===== src/rtl/colgen_pkg.sv =====
package colgen_pkg;
  localparam int BL_SEL_W = 3;

  typedef enum logic {
    ORD_SEQ = 1'b0,
    ORD_ILV = 1'b1
  } order_e;

  // Window mask for a fixed burst: 2**code - 1
  function automatic int unsigned window_mask(input logic [1:0] code);
    return (32'd1 << code) - 32'd1;
  endfunction
endpackage


===== src/rtl/colgen_len_dec.sv =====
module colgen_len_dec #(
  parameter int COL_W = 8
) (
  input  logic [colgen_pkg::BL_SEL_W-1:0] bl_code,
  output logic                            whole_row,
  output logic [COL_W-1:0]                win_mask
);
  always_comb begin
    whole_row = bl_code[2];
    win_mask  = COL_W'(colgen_pkg::window_mask(bl_code[1:0]));
  end
endmodule


===== src/rtl/colgen_seq.sv =====
module colgen_seq #(
  parameter int COL_W = 8
) (
  input  logic             clk,
  input  logic             rst_n,
  input  logic             go,
  input  logic             halt,
  input  logic [COL_W-1:0] start_in,
  input  logic [COL_W-1:0] mask_in,
  input  logic             whole_in,
  input  logic             ilv_in,
  output logic             active,
  output logic [COL_W-1:0] beat,
  output logic [COL_W-1:0] start_q,
  output logic [COL_W-1:0] mask_q,
  output logic             whole_q,
  output logic             ilv_q,
  output logic             final_beat
);
  logic             active_r;
  logic [COL_W-1:0] beat_r;

  assign final_beat = active_r & ~whole_q & (beat_r == mask_q);
  assign active     = active_r;
  assign beat       = beat_r;

  always_ff @(posedge clk or negedge rst_n) begin
    if (!rst_n) begin
      active_r <= 1'b0;
      beat_r   <= '0;
      start_q  <= '0;
      mask_q   <= '0;
      whole_q  <= 1'b0;
      ilv_q    <= 1'b0;
    end else if (go) begin
      active_r <= 1'b1;
      beat_r   <= '0;
      start_q  <= start_in;
      mask_q   <= mask_in;
      whole_q  <= whole_in;
      ilv_q    <= ilv_in;
    end else if (halt) begin
      active_r <= 1'b0;
    end else if (active_r) begin
      if (final_beat) active_r <= 1'b0;
      else            beat_r   <= beat_r + 1'b1;
    end
  end
endmodule


===== src/rtl/colgen_addr.sv =====
module colgen_addr #(
  parameter int COL_W = 8
) (
  input  logic [COL_W-1:0] start_col,
  input  logic [COL_W-1:0] beat,
  input  logic [COL_W-1:0] mask,
  input  logic             whole,
  input  logic             ilv,
  output logic [COL_W-1:0] col
);
  import colgen_pkg::*;

  function automatic logic [COL_W-1:0] seq_col(
    input logic [COL_W-1:0] s, input logic [COL_W-1:0] k, input logic [COL_W-1:0] m);
    return (s & ~m) | ((s + k) & m);
  endfunction

  function automatic logic [COL_W-1:0] ilv_col(
    input logic [COL_W-1:0] s, input logic [COL_W-1:0] k, input logic [COL_W-1:0] m);
    return (s & ~m) | ((s ^ k) & m);
  endfunction

  always_comb begin
    if (whole)                      col = start_col + beat;
    else if (order_e'(ilv) == ORD_ILV) col = ilv_col(start_col, beat, mask);
    else                            col = seq_col(start_col, beat, mask);
  end
endmodule


===== src/rtl/burst_colgen.sv =====
module burst_colgen #(
  parameter int COL_W = 8
) (
  input  logic                            clk,
  input  logic                            rst_n,
  input  logic                            cmd_start,
  input  logic                            cmd_stop,
  input  logic [COL_W-1:0]                start_col,
  input  logic [colgen_pkg::BL_SEL_W-1:0] bl_code,
  input  logic                            wrap_ilv,
  output logic [COL_W-1:0]                col_out,
  output logic                            col_valid,
  output logic                            col_last
);
  // Named internal events for the checker
  logic             evt_load, evt_halt, evt_final;
  logic             dec_whole;
  logic [COL_W-1:0] dec_mask;
  logic             run_active, mode_full_w, mode_ilv_w;
  logic [COL_W-1:0] run_beat, run_start, mode_mask_w, addr_col;

  assign evt_load = cmd_start;
  assign evt_halt = cmd_stop & ~cmd_start;

  colgen_len_dec #(.COL_W(COL_W)) u_dec (
    .bl_code  (bl_code),
    .whole_row(dec_whole),
    .win_mask (dec_mask)
  );

  colgen_seq #(.COL_W(COL_W)) u_seq (
    .clk       (clk),
    .rst_n     (rst_n),
    .go        (evt_load),
    .halt      (evt_halt),
    .start_in  (start_col),
    .mask_in   (dec_mask),
    .whole_in  (dec_whole),
    .ilv_in    (wrap_ilv),
    .active    (run_active),
    .beat      (run_beat),
    .start_q   (run_start),
    .mask_q    (mode_mask_w),
    .whole_q   (mode_full_w),
    .ilv_q     (mode_ilv_w),
    .final_beat(evt_final)
  );

  colgen_addr #(.COL_W(COL_W)) u_addr (
    .start_col(run_start),
    .beat     (run_beat),
    .mask     (mode_mask_w),
    .whole    (mode_full_w),
    .ilv      (mode_ilv_w),
    .col      (addr_col)
  );

  assign col_valid = run_active;
  assign col_out   = run_active ? addr_col : '0;
  assign col_last  = evt_final;
endmodule


===== config.mk =====
export PLATFORM = sky130hd
export DESIGN_NAME = burst_colgen
export DESIGN_NICKNAME = d
export VERILOG_FILES = /design/src/rtl/colgen_pkg.sv /design/src/rtl/colgen_len_dec.sv /design/src/rtl/colgen_seq.sv /design/src/rtl/colgen_addr.sv /design/src/rtl/burst_colgen.sv
export SDC_FILE = /design/constraint.sdc
export NUM_CORES = 1
export LEC_CHECK = 0
export ABC_AREA = 0
export BUFFER_PORTS_ARGS = -buffer_cell sky130_fd_sc_hd__buf_2
export CELL_PAD_IN_SITES_DETAIL_PLACEMENT = 0
export CELL_PAD_IN_SITES_GLOBAL_PLACEMENT = 1
export CORE_MARGIN = 2
export CORE_UTILIZATION = 43
export DETAILED_ROUTE_END_ITERATION = 12
export PLACE_DENSITY_LB_ADDON = 0.08
export SETUP_SLACK_MARGIN = 0.3
export SYNTH_ARGS = -nofsm -noshare
export SYNTH_HDL_FRONTEND = slang
export SYNTH_SLANG_ARGS = --single-unit

===== constraint.sdc =====
create_clock -name clk -period 2 [get_ports clk]
set_input_delay 0.2 -clock clk [delete_from_list [all_inputs] [get_ports clk]]
set_output_delay 0.2 -clock clk [all_outputs]
set_load 0.02 [all_outputs]

### Word level (Yosys, flattened, before mapping)

Cells that the tools add are included.
W data, S select, Z words.

* register bits: 27
* latch bits: 0
* RAM bits: 0
* ROM bits: 0
* word-level logic and storage cells: 38
* memories kept: 0

* $add $sub $neg: 3
* multiply operators: 0
* divide/modulo/power cells: 0
* order comparisons: 0
* eq/ne operators: 3
* shifts and indexed selects: 1
* muxes and demuxes: 11
* bitwise logic cells: 12
* reduce and logical (&&, ||, !) cells: 2

Operators with widths (count)
* $mux W8: 7
* $and A8 B8 Y8: 3
* $or A8 B8 Y8: 2
* $add A8 B1 Y8 const B: 1
* $add A8 B8 Y8: 1
* $eq A8 B8 Y1: 1
* $not A8 Y8: 1
* $shl A1 B2 Y8 const A: 1
* $sub A8 B1 Y8 const B: 1
* $xor A8 B8 Y8: 1
* $mux W1: 4
* $ne A2 B2 Y1 const B: 2
* $and A1 B1 Y1: 3
* $reduce_and A3 Y1: 1
* $not A1 Y1: 2
* $reduce_bool A2 Y1: 1

### Longest topological paths before layout

* word-level depth: 7
* gate-level depth with buffers: 6

### Cells and area by module

A second synthesis with hierarchy kept.

* cells, all modules: 201
* area total of the unflattened synthesis: 1906.8 um^2

Modules (own cells, without submodules)
* colgen_seq: instances 1, cells an instance 95, area an instance 1219.9 um^2, sequential area each 675.6 um^2
* colgen_addr: instances 1, cells an instance 84, area an instance 543.0 um^2, sequential area each 0.0 um^2
* colgen_len_dec: instances 1, cells an instance 13, area an instance 87.6 um^2, sequential area each 0.0 um^2
* burst_colgen: instances 1, cells an instance 9, area an instance 56.3 um^2, sequential area each 0.0 um^2

### Worst setup path before layout

OpenSTA, ideal clock, no wires.

* path type: register to output
* start: reg u_seq.beat_r[1], in the netlist u_seq.beat[1]
* end: out col_out[5]
* data arrival time: 1.820 ns
* required time: 1.800 ns
* path slack: -0.020 ns
* stages on the path, launching flop included: 6
* path buffers: 0
* cells stage by stage: dfrtp_1 -> ha_1 -> a211oi_1 -> o21bai_1 -> a21oi_1 -> mux2i_1

* word-level cells in the longest chain between the ends: 6

Ends and longest elaborated chain
* from (decl): RTL line colgen_seq.sv:21 `logic [COL_W-1:0] beat_r;`
* from (signal assigned): RTL line colgen_seq.sv:46 `else beat_r <= beat_r + 1'b1;`
* $add A8 B8 Y8 (*): RTL line colgen_addr.sv:15, colgen_addr.sv:24
* $and A8 B8 Y8: RTL line colgen_addr.sv:15 `return (s & ~m) | ((s + k) & m);`
* $or A8 B8 Y8: RTL line colgen_addr.sv:15
* $mux W8: RTL line colgen_addr.sv:25 `else if (order_e'(ilv) == ORD_ILV) col = ilv_col(start_col, beat, mask);`
* $mux W8 (*): RTL line colgen_addr.sv:24 `if (whole) col = start_col + beat;`
* $mux W8 (*): RTL line burst_colgen.sv:59 `assign col_out = run_active ? addr_col : '0;`
* to (decl): RTL line burst_colgen.sv:11 `output logic [COL_W-1:0] col_out,`

Mark *: on every way between the ends. The rest lies on a longest branch, timed or not.

### Worst setup path after layout

* start: reg u_seq.beat_r[5], in the netlist u_seq.beat[5]
* end: out col_out[6]

Same word-level chain as after synthesis.

==> out/results.ini <==
[die]
dieHeight_um = 67.8
start_util_pct = 44.3
std_cell_rows = 23
die_area_mm2 = 0.00459
core_mm2 = 0.00394
io_pins = 26
die_w_um = 67.8

[worst_setup_path]
crit_chain = ha_2 > nand2_1 > a211o_1 > and3_4 > o311a_4 > buf_6
arrival_ns = 2.05
startpoint_type = flip-flop
crit_required_ns = 1.80
critPathBufInv = 1
critical_path.slowest_cell = dfrtp_1
critPathMaxFanout = 5
critPathKind = flip-flop to output port
worst_setup_path_end_kind = output port
critPathMaxStageDelay_ns = 0.41
critical_path.top_delay_family = compound AO/OA/AOI/OAI gates

[drt]
dr.pass1.iters = 4
drt-initial-drc-count = 68
postRouteAntennaNets = 0
drc = 0
vias = 1535
wl_per_cell_um = 16.0
viasPerCell = 5.48
routed_wl_um = 4480

[synth]
syn_nets = 212
ys_types = 43
syn-instance-count = 186
yosys_warnings = 0
synth.cell_area_mm2 = 0.00175
ys_ff_latch = 25
syn_avg_cell_area_um2 = 9.40
synth_seq_area_share_pct = 35.8

[finish]
mostFrequentLayoutCells = buf_4, nor2_1, dfrtp_1
nets = 257
layout-drive-gt1-share_pct = 43.9
area_growth_pct = 38.2
antenna_cells = 0
final_common_cell = buf_4
fillCellCount = 328

[global_routing]
grt_max_degree = 33
track_usage_pct = 21.9
grt_pass1_vias = 1587
antenna_found_initial = 0
grt_first_pass_wirelength_um = 7560
grt.overflow.total = 0

[timing]
skew_ns = 0.00346
drv_slew = 0
slew-limit-headroom_pct = 59.0
worst_slack_ns = -0.248
tightest_slew_ns = 0.615
final_hold_viol_count = 0
period_share_pct = 112
finalSetupTns_ns = -0.743
layout_min_cycle_time_ns = 2.25
whs_ns = 0.139
fmax_ghz = 0.445
setup_viol = 4
rsz0062_at_grt = yes

[min_path]
min_path_type = input pin to flip-flop

[cts]
insertion_delay_ns = 0.27
clkTransAtPathRegs_ns = 0.09
cts-buffers-inserted = 3
h-tree-depth = 1
cts-root-buf = clkbuf_8
cts_buffer_depth = 2
clock_sinks = 25
cts_tree = done

[place]
pre_cts_slack_ns = -0.0304
port_buffers = 25
dp_hpwl_um = 3320
gp_congestion = 0.806

[power_and_ir_drop]
p_leak_nw = 1.07
ir_drop_v = 0.000468
power.density_mw_per_mm2 = 581

[flow_run]
drv_cap = 0

[run_status]
status = finished, violations left
violations = setup timing

cell type report:
class                           count  area, um^2  area share (%)
Multi-Input combinational cell    147        1300            53.9
Sequential cell                    25         633            26.2
Timing Repair Buffer               47         347            14.3
Tap cell                           50        62.6            2.59
Inverter                            7        26.3            1.09
Clock buffer                        4        45.0            1.86
cell families (layout without fill, tap and decap cells):
logic type / after synthesis / in the layout / share of synthesized area (%)
AO/OA/AOI/OAI: 43 / 43 / 16.3
XOR/XNOR: 11 / 11 / 5.51
adder cells (fa/ha/maj): 10 / 10 / 7.59
buffers and inverters: 14 / 58 / 3.15
flip-flops: 25 / 25 / 35.8
multiplexers: 17 / 17 / 11.0
AND/OR/NAND/NOR: 66 / 66 / 20.7
synthesized netlist by cell type (all sizes together):
library cell	number	area, um^2
o221ai	1	8.76
inv	7	26.3
xnor2	1	8.76
a31oi	3	18.8
o21bai	2	15.0
fa	1	20.0
nor2	19	71.3
o311a	2	20.0
o21a	4	30.0
and3	3	18.8
a211oi	1	7.51
dfrtp	25	626
clkbuf	4	15.0
and3b	1	8.76
buf	3	13.8
nor3	2	10.0
mux2	14	161
a21boi	2	18.8
and4b	1	10.0
a211o	1	8.76
o221a	1	11.3
nand2b	5	31.3
nand2	8	30.0
ha	9	113
a21oi	14	70.1
or3	3	18.8
mux2i	3	30.0
o2111a	1	11.3
nand3b	1	7.51
or2	3	18.8
o21ai	9	45.0
and2	1	6.26
nor4	2	27.5
nand3	3	15.0
o211a	2	20.0
nor2b	9	56.3
xor2	10	87.6
nand4	5	31.3
per-stage QoR:
step / cells / cell area, um^2 / util [%] / power [W]
floorplan: 186 / 1860 / - / 0.000867
global placement: 266 / 2110 / 53.4 / 0.000988
detailed placement: 266 / 2110 / 53.4 / 0.00100
CTS: 277 / 2370 / 60.0 / 0.00139
global route: 280 / 2420 / 61.3 / 0.00148
finish: 280 / 2420 / 61.3 / 0.00140
flip-flops by register name, summed over array words and instances (netlist names):
register / flops
u_seq.active: 1
u_seq.beat: 8
u_seq.ilv_q: 1
u_seq.mask_q: 6
u_seq.start_q: 8
u_seq.whole_q: 1
layer usage:
layer	up-vias	track usage (%)	wire (um)
met3	2	2.00	114
met1	754	28.9	2050
li1	750	-	-
met2	29	39.6	2290
met5	-	0	0
met4	0	3.06	20
final timing paths:
path | end | cells after the start | startpoint | slack [ns]
max | col_out[6] | 6 | u_seq.beat[5]$_DFFE_PN0P_ | -0.25
min in group asynchronous | u_seq.start_q[1]$_DFFE_PN0P_ | 2 | rst_n | 0.45
min | u_seq.ilv_q$_DFFE_PN0P_ | 3 | wrap_ilv | 0.14
min reg2reg | u_seq.start_q[6]$_DFFE_PN0P_ | 1 | u_seq.start_q[6]$_DFFE_PN0P_ | 0.55
max reg2reg | u_seq.beat[0]$_DFFE_PN0P_ | 6 | u_seq.beat[5]$_DFFE_PN0P_ | 0.26
max in group asynchronous | u_seq.whole_q$_DFFE_PN0P_ | 2 | rst_n | 1.15
power breakdown:
group / switching [W] / total (W) / internal (W)
Clock: 0.000166 / 0.000309 / 0.000143
Combinational: 0.000247 / 0.000505 / 0.000258
Sequential: 0.0000499 / 0.000590 / 0.000540
tightest hold or removal path: stages:
cell and delay [ns]:
buf_2 0.07, nand2_1 0.04, o21ai_0 0.06
what timing repair did:
action / in CTS / in global routing
setup buffers: 6 / 3
pin swaps: 17 / 4
hold buffers: 1 / 0
setup endpoints to repair: 13 / 12
gates resized for setup: 39 / 6
endpoints found under the hold margin: 25 / 0
No activity file was read; power rests on OpenSTA's default activity.
